File: src/rtl/segbus_pkg.sv
package segbus_pkg;
  localparam int SEG_BYTES = 16;
  localparam int MTY_W     = 4;

  typedef struct packed {
    logic fill;
    logic dup;
    logic orphan;
  } viol_t;

  // Valid-lane mask for one segment; lane j covers bits [8j+7:8j].
  function automatic logic [SEG_BYTES-1:0] lane_mask(
    input logic             en,
    input logic             eop,
    input logic             err,
    input logic [MTY_W-1:0] mty
  );
    logic [MTY_W-1:0] empty_n;
    empty_n = err ? {mty[MTY_W-1], {(MTY_W-1){1'b0}}} : mty;
    if (!en)
      lane_mask = '0;
    else if (!eop)
      lane_mask = '1;
    else
      lane_mask = {SEG_BYTES{1'b1}} << empty_n;
  endfunction
endpackage

File: src/rtl/segbus_lane_mask.sv
module segbus_lane_mask #(
  parameter int NUM_SEG = 16
) (
  input  logic                                    clk,
  input  logic                                    rst,
  input  logic [NUM_SEG-1:0]                      en,
  input  logic [NUM_SEG-1:0]                      eop,
  input  logic [NUM_SEG-1:0]                      err,
  input  logic [NUM_SEG*segbus_pkg::MTY_W-1:0]    mty,
  output logic [NUM_SEG*segbus_pkg::SEG_BYTES-1:0] mask
);
  import segbus_pkg::*;

  for (genvar s = 0; s < NUM_SEG; s++) begin : g_seg
    logic [SEG_BYTES-1:0] mask_q;

    always_ff @(posedge clk) begin
      if (rst) mask_q <= '0;
      else     mask_q <= lane_mask(en[s], eop[s], err[s], mty[s*MTY_W +: MTY_W]);
    end

    assign mask[s*SEG_BYTES +: SEG_BYTES] = mask_q;

    assert_off_zero_R3: assert property (@(posedge clk) disable iff (rst)
      !en[s] |=> (mask_q == '0));
    assert_full_body_R8: assert property (@(posedge clk) disable iff (rst)
      (en[s] && !eop[s]) |=> (mask_q == '1));
    assert_err_low_R9: assert property (@(posedge clk) disable iff (rst)
      (en[s] && eop[s] && err[s] && !mty[s*MTY_W + MTY_W-1]) |=> (mask_q == '1));
  end
endmodule

File: config.mk
export PLATFORM = sky130hd
export DESIGN_NAME = segbus_lane_mask
export DESIGN_NICKNAME = d
export VERILOG_FILES = /design/src/rtl/segbus_pkg.sv /design/src/rtl/segbus_lane_mask.sv
export SDC_FILE = /design/constraint.sdc
export NUM_CORES = 1
export LEC_CHECK = 0
export BUFFER_PORTS_ARGS = -buffer_cell sky130_fd_sc_hd__buf_4
export CAP_MARGIN = 15
export CORE_ASPECT_RATIO = 0.7
export CORE_MARGIN = 8
export CORE_UTILIZATION = 35
export CTS_CLUSTER_SIZE = 40
export DETAILED_ROUTE_END_ITERATION = 8
export GPL_TIMING_DRIVEN = 0
export PLACE_DENSITY = 0.65
export SLEW_MARGIN = 20
export SYNTH_ARGS = -nofsm -noshare
export SYNTH_HDL_FRONTEND = slang
export SYNTH_SLANG_ARGS = --single-unit
File: constraint.sdc
create_clock -name clk -period 0.8 [get_ports clk]
set_input_delay 0 -clock clk [delete_from_list [all_inputs] [get_ports clk]]
set_output_delay 0 -clock clk [all_outputs]
set_load 0.01 [all_outputs]
== Yosys cells after proc, flatten, opt, wreduce, memory -nomap -nowiden ==
Index checks and enable logic that the tools add are counted.

* Output and inout port bits: 256
* Register bits: 256

* Reduce and logical (&&, ||, !) cells: 16
* Multiplexer cells: 32
* Bitwise gates (word level): 16
* Shift operators: 16

{| class="wikitable"
|+ Operators with widths
! operator !! number
|-
| $mux W16 || 16
|-
| $shl A16 B4 Y16 const A || 16
|-
| $mux W3 || 16
|-
| $reduce_or A2 Y1 || 16
|-
| $not A1 Y1 || 16
|}

== Depth between registers and ports, before layout ==
* Word-level depth: 3
* Mapped depth: 6
* Mapped depth without buffers: 4

== Least setup slack after synthesis ==
Ideal clock, no wire load.

* Kind: input to register
* Start point: input port rst
* End point: register g_seg[5].mask_q[4]
* Arrival time: 673 ps
* Path buffers: 2
* Setup slack: 53 ps
* Cell stages on the path: 5
* Cells stage by stage: buf_6 nand2b_4 buf_6 a21o_4 a31oi_2

* Longest elaborated chain between the ends: 1

{| class="wikitable"
|+ Ends and longest elaborated chain
! item !! RTL line !! RTL
|-
| start: declaration || segbus_lane_mask.sv:5 || <nowiki>input logic rst,</nowiki>
|-
| $reduce_or A2 Y1 (no line) || - ||
|-
| end signal: assignment || segbus_lane_mask.sv:19 || <nowiki>else mask_q <= lane_mask(en[s], eop[s], err[s], mty[s*MTY_W +: MTY_W]);</nowiki>
|-
| end: declaration || segbus_lane_mask.sv:15 || <nowiki>logic [SEG_BYTES-1:0] mask_q;</nowiki>
|}

No other way between the ends.
A chain may end at the register's enable or synchronous reset.

== Final worst setup path ==
* Start point: register g_seg[9].mask_q[6]
* End point: output port mask[150] in the netlist's numbering

{| class="wikitable"
|+ RTL lines
! item !! RTL line !! RTL
|-
| start: declaration || segbus_lane_mask.sv:15 ||
|-
| start signal: assignment || segbus_lane_mask.sv:19 ||
|-
| end: declaration || segbus_lane_mask.sv:10 || <nowiki>output logic [NUM_SEG*segbus_pkg::SEG_BYTES-1:0] mask</nowiki>
|}

No word-level cell between the ends.

==> flow_summary.toml <==
[clock_tree]
cts.reportedPaths.clkPinSlew_ns = 0.06
clockRootBuffer = "clkbuf_16"
cts_max_path_buffers = 3
cts-buffers-inserted = 26
htreeDepth = 1
cts_tree = "yes"
cts.sinks = 256

[yosys]
ys_seq_area_share_pct = 64.3
syn_nets = 864
syn_area_per_cell_um2 = 10.6
synth_top_area_share_pct = 64.3
yosys.cell_count.top_type = "dfxtp_1"
synth-edff-count = 0
synth_top_area_cell = "dfxtp_1"
netlist_area_mm2 = 0.00797
ys_types = 36
synth_area_leaders = "dfxtp_1 64%, nand2_1 4.0%, a31oi_1 3.8%"
yosysWarnings = 0
ys_ff_latch = 256
synth_top_flop_cell = "dfxtp_1"
syn-instance-count = 750
synth_async_sr_flop_share_pct = 0
synthTopCellsByCount = "256 x dfxtp_1, 84 x nand2_1, 51 x a21oi_1, 50 x inv_1, 49 x a31oi_1"

[timing]
worstMarginPinSlew_ns = 0.470
fin_hold_ws_ns = -0.0609
finalSetupViolations = 293
timing.final.crit_share_pct = 122
setup_slack_ns = -0.174
slew_viol_final = 0
rsz0062_at_grt = "true"
relSlewSlack_pct = 68.6
tns_ns = -38.37
hold_viol = 13
period_needed_ns = 0.974
fmax_mhz = 1030

[power_and_ir_drop]
clkPwrFrac_pct = 39.4
peakVddDrop_mv = 1.83
p_seq_share_pct = 44.3
p_comb_share_pct = 16.3
intPower_mw = 24.2
netSwitchingPower_mw = 7.70
p_sw_share_pct = 24.2
p_per_area_mw_per_mm2 = 2110
leakage_nw = 7.00

[cells_and_area]
reg_top3 = "g_seg.mask_q x256"
nNetsFinal = 1391
largest_register_ff_count = 256
layout-drive-gt1-share_pct = 62.4
regMostFlops = "g_seg.mask_q"
synthToLayoutAreaGrowth_pct = 89.7

[placed_design]
pre_cts_ws_ns = -0.330
gp_congestion = 0.837
place_hpwl_mm = 20.2
place.port_buffers = 367

[worst_hold_path]
hp-class = "input port to flop"

[critical_path]
path_buf_inv = 1
crit_type = "flop to output pin"
critical_path.endpoint = "mask[150]"
crit_path_max_incr_delay_ns = 0.35
crit_path_max_fanout = 1
crit_family = "flip-flops"
cp_slowest_cell = "dfxtp_2"
crit_start = "g_seg[9].mask_q[6]"
critPathCaptureType = "output pin"
critPathArrivalTime_ns = 0.97
crit_chain = "buf_6"
cp-start-kind = "flop"
crit_required_ns = 0.80
crit_cells = 1

[die]
rows = 46
dieArea_mm2 = 0.0279
start_util_pct = 35.4
io_pins = 370
coreArea_mm2 = 0.0225
die_y_um = 142
die_width_um = 196

[grt]
globalRouteMet2Util_pct = 33.1
overflow = 0
met3_usage_pct = 8.79
gr-usage-all-layers_pct = 19.5
grt_use_met1_pct = 21.5
grt_max_degree = 15
antenna_found_initial = 1
first_global_vias = 7562
busiest_layer = "met2"
grt_pass1_wl_mm = 43.3

[routing]
dr.pass1.iters = 5
via_count = 7645
drt_wl_total_mm = 30.7
post-route-drc-count = 0
via_per_inst = 4.75
drtIter0Drc = 291
final_antenna_net_count = 0
wl_per_cell_um = 19.1

[outcome]
outcome = "complete, but fails checks"
violations = "hold timing, setup timing"

[run]
drv_cap = 0
## timing repair
action	CTS	global route
hold endpoints to repair	256	118
pin swaps	0	25
hold buffers	123	13
gates cloned	0	1
resized for setup	438	193
setup buffers	0	15
setup endpoints to repair	256	420
## cell usage in the layout, fill, tap and decap left out, types with 4 or more instances in the layout
cell,synthesis,layout
clkbuf_1,3,8
o41ai_2,1,7
inv_1,50,49
o31ai_1,28,24
o21ai_4,0,4
or3_1,16,5
nand2b_1,42,36
inv_2,5,5
o21ai_2,9,12
o211ai_1,4,4
dfxtp_1,256,10
dfxtp_2,0,246
nor2_1,5,5
o21ai_0,46,30
a21oi_1,51,44
nand2b_4,2,8
a31oi_1,49,45
o21ai_1,6,15
dlymetal6s4s_1,0,13
o211ai_4,2,9
a21oi_2,0,7
o31ai_2,0,4
clkbuf_16,0,27
nand2_2,3,11
buf_6,3,270
or3_4,0,11
nand2_1,84,76
clkbuf_8,0,5
or2_2,16,15
nor2b_2,0,10
dlygate4sd3_1,0,110
buf_2,6,6
o41ai_1,13,6
inv_4,8,8
buf_4,8,118
nor2b_1,16,4
## power by group through the flow
stage	combinational [mW]	clock [mW]	sequential [mW]
6_report	5.20	12.5	14.1
5_1_grt	5.53	13.4	14.2
4_1_cts	4.78	12.8	14.1
3_5_place_dp	3.80	0	14.1
3_3_place_gp	3.78	0	14.1
2_1_floorplan	1.02	0	14.5
## through the flow
stage | cell area [um^2] | power, mW | utilization, % | cells
after floorplan | 7970 | 15.5 | - | 750
after global placement | 11100 | 17.8 | 49.4 | 1429
after detailed placement | 11100 | 17.9 | 49.4 | 1429
after CTS | 14400 | 31.6 | 64.1 | 1598
after global routing | 15100 | 33.1 | 67.1 | 1608
final | 15100 | 31.9 | 67.1 | 1608
## how the worst min path moves through the flow
stage,start,endpoint,cells after the start
3_3_place_gp,mty[20],g_seg[5].mask_q[6],2
4_1_cts,err[11],g_seg[11].mask_q[12],3
6_report,en[0],g_seg[0].mask_q[9],4
2_1_floorplan,mty[22],g_seg[5].mask_q[3],1
5_1_grt,en[0],g_seg[0].mask_q[8],4
3_5_place_dp,mty[20],g_seg[5].mask_q[6],2
## per-layer routing
layer / routed length (um) / up-vias
met3: 3100 / 54
met5: 0 / -
met1: 11600 / 3643
met2: 14900 / 301
met4: 1030 / 0
li1: - / 3647
## logic make-up (layout without fill, tap and decap cells)
logic type	count (synthesis)	after routing	share of synthesized area, %
flops	256	256	64.3
compound gates	224	224	18.7
simple gates	187	187	12.1
buf+inv	83	628	4.92
other cells	0	1	0
## area by class of cell
| cell class | count | area (um^2) |
|---|---|---|
| clock buffer | 38 | 767 |
| clock inverter | 8 | 128 |
| buffer | 19 | 164 |
| sequential | 256 | 5430 |
| inverter | 63 | 260 |
| tap | 312 | 390 |
| fill | 1555 | 7390 |
| timing repair buffer | 500 | 5060 |
| multi-input combinational | 411 | 2900 |
| antenna | 1 | 2.50 |
(Power assumes the default switching activity.)
